$ cat config.mk
export PLATFORM = sky130hd
export DESIGN_NAME = scan_decim_filter
export DESIGN_NICKNAME = d
export VERILOG_FILES = /design/src/rtl/scan_decim_pkg.sv /design/src/rtl/scan_decim_ctrl.sv /design/src/rtl/scan_decim_datapath.sv /design/src/rtl/scan_decim_filter.sv
export SDC_FILE = /design/constraint.sdc
export NUM_CORES = 1
export LEC_CHECK = 0
export CELL_PAD_IN_SITES_DETAIL_PLACEMENT = 1
export CELL_PAD_IN_SITES_GLOBAL_PLACEMENT = 1
export CORE_UTILIZATION = 50
export CTS_BUF_LIST = sky130_fd_sc_hd__clkbuf_4 sky130_fd_sc_hd__clkbuf_8
export DETAILED_ROUTE_END_ITERATION = 12
export DONT_BUFFER_PORTS = 1
export GPL_TIMING_DRIVEN = 0
export PLACE_DENSITY_LB_ADDON = 0.1
export SLEW_MARGIN = 20
export SYNTH_ARGS = -nofsm -noshare
export SYNTH_HDL_FRONTEND = slang
export SYNTH_SLANG_ARGS = --single-unit
$ cat constraint.sdc
create_clock -name clk -period 15.65 [get_ports clk]
set_input_delay 0.7825 -clock clk [delete_from_list [all_inputs] [get_ports clk]]
set_output_delay 0.7825 -clock clk [all_outputs]
set_load 0.01 [all_outputs]
$ cat src/rtl/scan_decim_pkg.sv
package scan_decim_pkg;
  // strobes passed from control to datapath
  typedef struct packed {
    logic capture;  // load a converted sample into the output register
    logic narrow;   // conversion mode latched at start
  } dpCtl_t;
endpackage

$ cat src/rtl/scan_decim_ctrl.sv
module scan_decim_ctrl
  import scan_decim_pkg::*;
#(
  parameter int LEN_W  = 4,
  parameter int SKIP_W = 4,
  parameter int SCAN_W = 8
) (
  input  logic              clk,
  input  logic              rstN,
  input  logic              start,
  input  logic [LEN_W-1:0]  cfgScanLen,
  input  logic [SKIP_W-1:0] cfgSkip,
  input  logic [SCAN_W-1:0] cfgScans,
  input  logic              cfgContinuous,
  input  logic              cfgNarrow,
  input  logic              inValid,
  input  logic              outSpace,
  output logic              inReady,
  output logic              acqDone,
  output dpCtl_t            ctl
);
  localparam int GRP_W  = LEN_W + SKIP_W + 1;
  localparam int STOP_W = SCAN_W + GRP_W;

  logic [GRP_W-1:0]  grpLenNext;
  logic [STOP_W-1:0] stopLoad;
  logic [GRP_W-1:0]  pos;
  logic [GRP_W-1:0]  grpLast;
  logic [LEN_W-1:0]  lenReg;
  logic [STOP_W-1:0] stopCnt;
  logic              running;
  logic              contReg;
  logic              narrowReg;
  logic              keepSlot;
  logic              accept;
  logic              emptyLoad;

  always_comb begin
    grpLenNext = GRP_W'(cfgScanLen) * (GRP_W'(cfgSkip) + GRP_W'(1));
    stopLoad   = STOP_W'(cfgScans) * STOP_W'(grpLenNext);
    emptyLoad  = (stopLoad == '0) && !cfgContinuous;
  end

  assign keepSlot = pos < GRP_W'(lenReg);
  assign inReady  = !start && (!running || !keepSlot || outSpace);
  assign accept   = inValid && inReady && running;

  assign ctl.capture = accept && keepSlot;
  assign ctl.narrow  = narrowReg;

  always_ff @(posedge clk) begin
    if (!rstN) begin
      pos       <= '0;
      grpLast   <= '0;
      lenReg    <= '0;
      stopCnt   <= '0;
      running   <= 1'b0;
      acqDone   <= 1'b0;
      contReg   <= 1'b0;
      narrowReg <= 1'b0;
    end else if (start) begin
      pos       <= '0;
      grpLast   <= grpLenNext - GRP_W'(1);
      lenReg    <= cfgScanLen;
      stopCnt   <= stopLoad;
      contReg   <= cfgContinuous;
      narrowReg <= cfgNarrow;
      running   <= !emptyLoad;
      acqDone   <= emptyLoad;
    end else if (accept) begin
      pos <= (pos == grpLast) ? '0 : pos + GRP_W'(1);
      if (!contReg) begin
        stopCnt <= stopCnt - STOP_W'(1);
        if (stopCnt == STOP_W'(1)) begin
          running <= 1'b0;
          acqDone <= 1'b1;
        end
      end
    end
  end
endmodule

$ cat src/rtl/scan_decim_datapath.sv
module scan_decim_datapath
  import scan_decim_pkg::*;
#(
  parameter int DATA_W   = 16,
  parameter int NARROW_W = 12
) (
  input  logic              clk,
  input  logic              rstN,
  input  dpCtl_t            ctl,
  input  logic [DATA_W-1:0] inData,
  input  logic              outReady,
  output logic              outValid,
  output logic [DATA_W-1:0] outData,
  output logic              outSpace
);
  localparam int SHIFT = DATA_W - NARROW_W;

  logic [DATA_W-1:0]   wideCode;
  logic [NARROW_W-1:0] narrowCode;
  logic [DATA_W-1:0]   converted;

  always_comb begin
    wideCode   = inData ^ (DATA_W'(1) << (DATA_W - 1));
    narrowCode = inData[DATA_W-1 -: NARROW_W] ^ (NARROW_W'(1) << (NARROW_W - 1));
    converted  = ctl.narrow ? {{SHIFT{1'b0}}, narrowCode} : wideCode;
  end

  assign outSpace = !outValid || outReady;

  always_ff @(posedge clk) begin
    if (!rstN) begin
      outValid <= 1'b0;
      outData  <= '0;
    end else if (ctl.capture) begin
      outValid <= 1'b1;
      outData  <= converted;
    end else if (outReady) begin
      outValid <= 1'b0;
    end
  end
endmodule

$ cat src/rtl/scan_decim_filter.sv
module scan_decim_filter
  import scan_decim_pkg::*;
#(
  parameter int LEN_W  = 4,
  parameter int SKIP_W = 4,
  parameter int SCAN_W = 8
) (
  input  logic              clk,
  input  logic              rstN,
  input  logic              start,
  input  logic [LEN_W-1:0]  cfgScanLen,
  input  logic [SKIP_W-1:0] cfgSkip,
  input  logic [SCAN_W-1:0] cfgScans,
  input  logic              cfgContinuous,
  input  logic              cfgNarrow,
  input  logic              inValid,
  output logic              inReady,
  input  logic [15:0]       inData,
  output logic              outValid,
  input  logic              outReady,
  output logic [15:0]       outData,
  output logic              acqDone
);
  dpCtl_t ctl;
  logic   outSpace;

  scan_decim_ctrl #(.LEN_W(LEN_W), .SKIP_W(SKIP_W), .SCAN_W(SCAN_W)) u_ctrl (
    .clk(clk), .rstN(rstN), .start(start),
    .cfgScanLen(cfgScanLen), .cfgSkip(cfgSkip), .cfgScans(cfgScans),
    .cfgContinuous(cfgContinuous), .cfgNarrow(cfgNarrow),
    .inValid(inValid), .outSpace(outSpace), .inReady(inReady),
    .acqDone(acqDone), .ctl(ctl)
  );

  scan_decim_datapath #(.DATA_W(16), .NARROW_W(12)) u_dp (
    .clk(clk), .rstN(rstN), .ctl(ctl), .inData(inData),
    .outReady(outReady), .outValid(outValid), .outData(outData),
    .outSpace(outSpace)
  );
endmodule

# After elaboration in Yosys (flattened, before gate mapping)

Cells that the tools add are included.

Register bits after elaboration: 60
Bits in latches: 0
Bits in writable memories: 0
Memory bits (read-only): 0
Output and inout port bits: 19
Word-level logic and storage cells: 58
Memories kept: 0

$add $sub $neg: 4
Multipliers: 2
Divide/modulo/power cells: 0
Magnitude comparators: 1
Eq/ne operators: 3
Shift-type cells: 0
Muxes and demuxes: 15
Bitwise operators: 2
Reductions and logical operators: 21

Operator list:

| kind                                                                    | number |
|---|---|
| 17-bit two-way mux                                                      | 3 |
| 17-bit by 1-bit equality test with 1-bit output (second input constant) | 1 |
| 17-bit zero test                                                        | 1 |
| 8-bit by 9-bit multiplier with 17-bit output                            | 1 |
| 17-bit by 1-bit subtractor with 17-bit output (second input constant)   | 1 |
| 16-bit two-way mux                                                      | 1 |
| 1-bit two-way mux                                                       | 10 |
| 9-bit by 1-bit adder with 9-bit output (second input constant)          | 1 |
| 9-bit equality test                                                     | 1 |
| 9-bit by 4-bit < comparator with 1-bit output                           | 1 |
| 4-bit by 9-bit multiplier with 9-bit output                             | 1 |
| 9-bit two-way mux                                                       | 1 |
| 9-bit by 1-bit subtractor with 9-bit output (second input constant)     | 1 |
| 1-bit zero test                                                         | 6 |
| 2-bit nonzero test                                                      | 3 |
| 4-bit by 1-bit adder with 5-bit output (second input constant)          | 1 |
| 1-bit logical AND                                                       | 5 |
| 1-bit logical OR                                                        | 3 |
| 3-bit AND reduction                                                     | 1 |
| 2-bit inequality test (second input constant)                           | 1 |
| 1-bit NOT                                                               | 2 |
| 2-bit AND reduction                                                     | 1 |
| 2-bit OR reduction                                                      | 1 |

# Logic depth before layout (Yosys ltp)

Gate-level depths: netlist of the first run.

Depth after elaboration: 9
Mapped depth: 28
Gate-level depth less buffers: 28

# Cells and area by module

From an unflattened synthesis of the first run, not the netlist that was laid out.

Cell total of the unflattened synthesis: 720
Area, all modules: 6157.2 µm²

By module, submodules not included:

| module              | instances | cells an instance | area an instance (µm²) | sequential area each (µm²) |
|---|---|---|---|---|
| scan_decim_ctrl     | 1         | 644               | 5435.2                 | 860.8 |
| scan_decim_datapath | 1         | 76                | 721.9                  | 340.3 |

# Worst setup path before layout of the first run

OpenSTA, ideal clock, no wires.

Kind: input to register
Start: in cfgSkip[0]
End: reg u_ctrl.running
Arrival: 7.551 ns
Required time: 15.530 ns
Setup slack: 7.979 ns
Cell stages on the path: 28
Path through: ha_1 -> xor2_1 -> nand2_1 -> fa_1 -> inv_1 -> fa_1 -> ha_1 -> a21o_1 -> a21oi_1 -> xnor2_1 -> clkbuf_1 -> and2_1 -> fa_1 -> inv_1 -> fa_1 -> inv_1 -> fa_1 -> inv_1 -> fa_1 -> inv_1 -> ha_1 -> a21o_1 -> a31o_2 -> o31ai_1 -> mux2_2 -> a21oi_1 -> nand4_1 -> o31a_1

Longest elaborated chain between the ends: 7

Ends and longest elaborated chain:

| what                                         | line                    | source |
|---|---|---|
| from (decl)                                  | scan_decim_filter.sv:12 | `input logic [SKIP_W-1:0] cfgSkip,` |
| 4-bit by 1-bit adder with 5-bit output       | scan_decim_ctrl.sv:39   | `grpLenNext = GRP_W'(cfgScanLen) * (GRP_W'(cfgSkip) + GRP_W'(1));` |
| 4-bit by 9-bit multiplier with 9-bit output  | scan_decim_ctrl.sv:39   |  |
| 8-bit by 9-bit multiplier with 17-bit output | scan_decim_ctrl.sv:40   | `stopLoad = STOP_W'(cfgScans) * STOP_W'(grpLenNext);` |
| 17-bit zero test                             | scan_decim_ctrl.sv:41   | `emptyLoad = (stopLoad == '0) && !cfgContinuous;` |
| 1-bit logical AND                            | scan_decim_ctrl.sv:41   |  |
| 1-bit zero test                              | scan_decim_ctrl.sv:68   | `running <= !emptyLoad;` |
| 1-bit two-way mux                            | scan_decim_ctrl.sv:61   | `end else if (start) begin` |
| to (signal assigned)                         | scan_decim_ctrl.sv:68   |  |
| to (decl)                                    | scan_decim_ctrl.sv:31   | `logic running;` |

Every way passes these cells.
A chain may end at the register's enable or synchronous reset.

# Worst setup path after layout of the first run

Ends and elaborated chain as after synthesis.

==> results of run 1 <==
## metal layers
layer / share of wire (%) / routed length (um) / up-vias / GRT usage [%]
met5: 0 / 0 / - / 0
met4: 1.6 / 267 / 0 / 8.333
met3: 2.0 / 346 / 26 / 3.053
met2: 51 / 8650 / 79 / 50.82
met1: 46 / 7764 / 2660 / 34.34
li1: - / - / 2471 / -
## layout make-up
class | count | area share (%)
Clock inverter | 5 | 1.633
Multi-Input combinational cell | 558 | 69.07
Tap cell | 147 | 2.791
Inverter | 69 | 3.930
Clock buffer | 11 | 2.297
Sequential cell | 60 | 18.23
Buffer | 31 | 2.051
## metrics by stage
step           util [%]  setup WS, ns
2_1_floorplan         -         7.979
3_3_place_gp      52.71         7.319
3_5_place_dp      52.71         7.194
4_1_cts           54.86         7.552
5_1_grt           54.86         7.178
6_report          54.86         7.558
## synthesized netlist by cell type (3+ instances only)
cell type	count	area share [%]
a211oi_1	25	3.1
ha_1	58	12
a2111oi_0	3	0.43
o21ai_0	12	0.98
nor3_1	15	1.2
dfxtp_1	60	20
nor2b_1	10	1.0
nand2b_1	8	0.81
fa_1	48	16
o31a_1	3	0.43
xor2_1	19	2.7
nand4_1	6	0.61
nand3b_1	7	0.85
or2_2	4	0.41
clkbuf_1	25	1.5
or3_1	4	0.41
nor4b_1	5	0.71
and2_1	73	7.4
or4_1	3	0.37
nor2_1	61	3.7
a21o_1	9	1.1
a31oi_1	3	0.31
mux2i_1	20	3.3
inv_1	68	4.2
xnor2_1	30	4.3
nand2_1	36	2.2
nor4_1	14	1.4
nand3_1	13	1.1
o311ai_0	3	0.43
a21oi_1	29	2.4
and3_1	6	0.61
## cell families (layout without fill, tap and decap cells)
family / count (synthesis) / after routing
simple gates: 273 / 273
compound gates: 109 / 109
fa+ha+maj: 106 / 106
buf+inv: 100 / 116
flops: 60 / 60
xor+xnor: 49 / 49
mux: 21 / 21
## where the power goes
group / switching [mW] / internal [mW] / leakage, nW
clock: 0.0676 / 0.115 / 0.130
combinational: 0.503 / 0.331 / 2.29
sequential: 0.0161 / 0.171 / 0.491
total: 0.587 / 0.617 / 2.91
## path summary, 6_finish.rpt
path                                  startpoint                            end  slack (ns)  cells after the start
hold / removal     u_dp.outData[12]$_SDFFE_PN0P_  u_dp.outData[12]$_SDFFE_PN0P_        0.52                      2
setup / recovery                      cfgSkip[0]    u_ctrl.running$_SDFFE_PN0P_        7.56                     28
setup reg to reg  u_ctrl.stopCnt[8]$_SDFFE_PN0P_    u_ctrl.running$_SDFFE_PN0P_       12.94                      6
hold reg to reg    u_dp.outData[12]$_SDFFE_PN0P_  u_dp.outData[12]$_SDFFE_PN0P_        0.52                      2
## sequential cells by signal, indices dropped and copies added (netlist names)
| register | count |
|---|---|
| u_ctrl.acqDone | 1 |
| u_ctrl.contReg | 1 |
| u_ctrl.grpLast | 9 |
| u_ctrl.lenReg | 4 |
| u_ctrl.narrowReg | 1 |
| u_ctrl.pos | 9 |
| u_ctrl.running | 1 |
| u_ctrl.stopCnt | 17 |
| u_dp.outData | 16 |
| u_dp.outValid | 1 |
## worst min-delay path, cell delays in order, from the launching register on
cell and delay [ns]:
dfxtp_1 0.35, nand2b_1 0.08, a21oi_1 0.05
==> results.sh, run 1 <==
export IMPL_via_count=5236
export IMPL_slew_headroom_pct=40.02
export IMPL_diodes=0
export IMPL_syn_avg_cell_area_um2=8.561
export IMPL_nets=874
export IMPL_numCtsBuffers=9
export IMPL_tritoncts="yes"
export IMPL_ys_warn_count=0
export IMPL_layout_commonest_cell="and2_1"
export IMPL_crit_type="input pin to register"
export IMPL_vias_per_cell=5.943
export IMPL_cts_num_sinks=60
export IMPL_drive_gt1_share_pct=4.087
export IMPL_multiInputGateArea_mm2=0.004552
export IMPL_fill_cells=1475
export IMPL_postCtsResizedCells=0
export IMPL_clock_latency_ns=0.35
export IMPL_portBuffers=0
export IMPL_die_area_mm2=0.01274
export IMPL_cts_htree_levels=3
export IMPL_path_buf_inv=6
export IMPL_drc=0
export IMPL_cp_required_ns=15.88
export IMPL_postPlaceCellArea_mm2=0.006331
export IMPL_synth_compound_area_share_pct=12.15
export IMPL_hold_viol_final=0
export IMPL_total_power_mw=1.204
export IMPL_clock_path_buffers=2
export IMPL_critical_path_top_delay_family="adder cells"
export IMPL_cts_setup_buffers=0
export IMPL_tightest_slew_ns=0.8932
export IMPL_grt_usage_pct=27.77
export IMPL_min_path_type="register to register"
export IMPL_synthXorXnorAreaFrac_pct=6.981
export IMPL_seq_area_mm2=0.001201
export IMPL_cap_violations=0
export IMPL_ys_async_sr_fraction_pct=0
export IMPL_start_util_pct=51.18
export IMPL_die_w_um=112.9
export IMPL_synthCells=718
export IMPL_finalCriticalPeriod_ns=8.092
export IMPL_arrival_ns=8.32
export IMPL_setup_viol=0
export IMPL_cp_slowest_stage_delay_ns=0.53
export IMPL_rows=40
export IMPL_rsz0062_at_grt="false"
export IMPL_area_growth_pct=7.205
export IMPL_slew_violations=0
export IMPL_syn_cell_area_mm2=0.006147
export IMPL_cp_max_fo=10
export IMPL_grt_start_max_net_pins=12
export IMPL_vdd_ir_drop_max_uv=112.3
export IMPL_cts_hold_buf=0
export IMPL_grt_overflow=0
export IMPL_grt_pass1_wl_um=27910
export IMPL_power_density_mw_per_mm2=182.7
export IMPL_gp_congestion=0.8692
export IMPL_synth_seq_cells=60
export IMPL_die_h_um=112.9
export IMPL_mostFrequentLayoutCells="and2_1, inv_1, nor2_1"
export IMPL_synthAdderAreaFrac_pct=27.44
export IMPL_drtIter0Drc=273
export IMPL_io_pins=58
export IMPL_crit_top_cell="fa_1"
export IMPL_synth_top_family_by_area="adder cells"
export IMPL_dp_hpwl_um=13540
export IMPL_ant_nets=0
export IMPL_period_share_pct=51.71
export IMPL_synth_edf_count=0
export IMPL_worst_setup_path_end_kind="register"
export IMPL_worst_setup_path_start_kind="input pin"
export IMPL_place_inst=865
export IMPL_final_cells=881
export IMPL_grt_pass1_vias=5697
export IMPL_synthSimpleGateAreaFrac_pct=24.04
export IMPL_seq_area_frac_synth_pct=19.54
export IMPL_synth_flop_cell="dfxtp_1"
export IMPL_antenna_found_initial=0
export IMPL_cp_slowest_cell="fa_1"
export IMPL_synth_cell_type_count=62
export IMPL_leakagePower_nw=2.908
export IMPL_wl_um=17030
export IMPL_stdcell_area_mm2=0.006590
export IMPL_finClkSkew_ns=0.01097
export IMPL_status="finished clean"
export IMPL_drt_pass1_iterations=4
export IMPL_root_buffer="clkbuf_8"
export IMPL_clkTransAtPathRegs_ns=0.07
export IMPL_finalSetupTns_ns=0
export IMPL_worst_hold_slack_ns=0.5218
export IMPL_synthMuxAreaShare_pct=3.440
export IMPL_coreArea_mm2=0.01201
export IMPL_fmax_ghz=0.1236
export IMPL_postSynthNetCount=863
export IMPL_wl_per_cell_um=19.33
Note: power is estimated with default switching activity, not from simulation.
==> run 2, diff against run 1 <==
- CORE_UTILIZATION: 50 -> 46
- clock period: 15.65 -> 7 ns (I/O delays scaled with it)
==> results.sh, run 2 (synthesis gave the netlist of run 1 again) <==
export IMPL_status="finished clean"
export IMPL_dp_slack_ns=-0.8439
export IMPL_ant_nets=0
export IMPL_fin_ws_ns=0.09350
export IMPL_area_growth_pct=14.29
export IMPL_power_density_mw_per_mm2=451.1
export IMPL_cts_num_sinks=60
export IMPL_fin_util_pct=54.78
export IMPL_arrival_ns=7.13
export IMPL_hold_viol_final=0
export IMPL_antenna_found_initial=0
export IMPL_worst_setup_path_end_kind="register"
export IMPL_vdd_ir_drop_max_uv=289.4
export IMPL_clock_path_buffers=2
export IMPL_period_share_pct=98.66
export IMPL_tightest_slew_ns=0.8316
export IMPL_top_register="u_ctrl.stopCnt"
export IMPL_die_w_um=117.6
export IMPL_wl_per_cell_um=18.80
export IMPL_finalCriticalPeriod_ns=6.907
export IMPL_drive_gt1_share_pct=12.08
export IMPL_p_int_mw=1.656
export IMPL_worst_setup_path_start_kind="input pin"
export IMPL_start_util_pct=47.93
export IMPL_cts_hold_buf=0
export IMPL_coreArea_mm2=0.01282
export IMPL_crit_type="input pin to register"
export IMPL_die_h_um=117.6
export IMPL_gp_congestion=0.8077
export IMPL_clock_latency_ns=0.35
export IMPL_slew_violations=0
export IMPL_dp_hpwl_um=13300
export IMPL_clkTransAtPathRegs_ns=0.07
export IMPL_grt_start_max_net_pins=11
export IMPL_vias_per_cell=5.591
export IMPL_drt_pass1_iterations=4
export IMPL_finClkSkew_ns=0.01038
export IMPL_layout_commonest_cell="and2_1"
export IMPL_slew_headroom_pct=44.14
export IMPL_cp_required_ns=7.22
export IMPL_grt_usage_pct=25.62
export IMPL_grt_overflow=0
export IMPL_drc=0
export IMPL_io_pins=58
export IMPL_portBuffers=0
export IMPL_min_path_type="input pin to register"
export IMPL_setup_viol=0
export IMPL_drtIter0Drc=224
export IMPL_grt_pass1_wl_um=28300
export IMPL_numCtsBuffers=9
export IMPL_swShare_pct=47.76
export IMPL_mostFrequentLayoutCells="and2_1, inv_1, nor2_1, dfxtp_1, ha_1"
export IMPL_crit_top_cell="fa_1"
export IMPL_p_sw_mw=1.513
export IMPL_cp_slowest_cell="fa_1"
export IMPL_root_buffer="clkbuf_8"
export IMPL_leakagePower_nw=3.056
export IMPL_die_area_mm2=0.01383
export IMPL_cp_max_fo=5
export IMPL_cap_violations=0
export IMPL_grt_pass1_vias=5668
export IMPL_rsz0062_at_grt="true"
export IMPL_power_share_combinational_pct=76.2
export IMPL_r2r_slack_ns=4.31
export IMPL_cp_slowest_stage_delay_ns=0.57
export IMPL_p_seq_share_pct=13.2
export IMPL_cts_htree_levels=3
export IMPL_reg_top3="u_ctrl.stopCnt x17, u_dp.outData x16"
export IMPL_tritoncts="yes"
export IMPL_fmax_ghz=0.1448
export IMPL_nets=894
export IMPL_wl_um=17390
export IMPL_clock_power_share_pct=10.6
export IMPL_rows=41
export IMPL_largest_reg_flops=17
export IMPL_via_count=5172
export IMPL_diodes=0
## run 2: final timing paths
path,cells past startpoint,endpoint,startpoint
max,28,u_ctrl.running$_SDFFE_PN0P_,cfgSkip[1]
min,2,u_ctrl.narrowReg$_SDFFE_PN0P_,cfgNarrow
max reg2reg,6,u_ctrl.acqDone$_SDFFE_PN0P_,u_ctrl.stopCnt[8]$_SDFFE_PN0P_
min reg2reg,2,u_ctrl.grpLast[5]$_SDFFE_PN0P_,u_ctrl.grpLast[5]$_SDFFE_PN0P_
## run 2: layout make-up
| type | count | area, um2 |
|---|---|---|
| multi-input combinational | 558 | 4830 |
| clock buffer | 12 | 165.2 |
| sequential | 60 | 1201 |
| buffer | 30 | 152.6 |
| inverter | 69 | 259.0 |
| timing repair buffer | 21 | 157.7 |
| fill | 1510 | 5799 |
| clock inverter | 3 | 45.04 |
| tap | 172 | 215.2 |
## run 2: power groups by stage
stage	logic (mW)	registers, mW	clock network, mW
floorplan	1.55	0.417	0
finish	2.41	0.419	0.336
detailed placement	1.98	0.426	0
global placement	1.92	0.423	0
global route	2.68	0.423	0.353
CTS	2.14	0.419	0.340
## run 2: layer usage
metal	global-route usage, %	vias up	routed length (um)
li1	-	2500	-
met1	33.01	2563	7972
met2	44.71	88	8695
met3	3.343	21	466
met4	7.131	0	259
met5	0	-	0
## run 2: metrics by stage
step / instances / total power, mW / hold WS (ns) / setup TNS, ns / cell area, um2
2_1_floorplan: 718 / 1.963 / 0.4604 / 0 / 6241
3_3_place_gp: 890 / 2.346 / 0.4782 / -3.120 / 6456
3_5_place_dp: 890 / 2.410 / 0.5049 / -5.273 / 6456
4_1_cts: 910 / 2.895 / 0.1459 / 0 / 6800
5_1_grt: 925 / 3.460 / 0.1470 / -0.2424 / 7025
6_report: 925 / 3.169 / 0.1568 / 0 / 7025
## run 2: worst max-delay path, delay by kind of cell
family | cells | cell delay (ns)
AOI/OAI and AO/OA | 7 | 1.59
xor gates and xnor gates | 2 | 0.32
adders and majority gates | 9 | 3.77
buffers and inverters | 6 | 0.40
muxes | 1 | 0.34
and+or+nand+nor | 3 | 0.37
## run 2: repair_timing
action	4_1_cts	5_1_grt
setup endpoints to repair	8	8
setup buffers	5	16
pin swaps	14	33
resized for setup	18	28
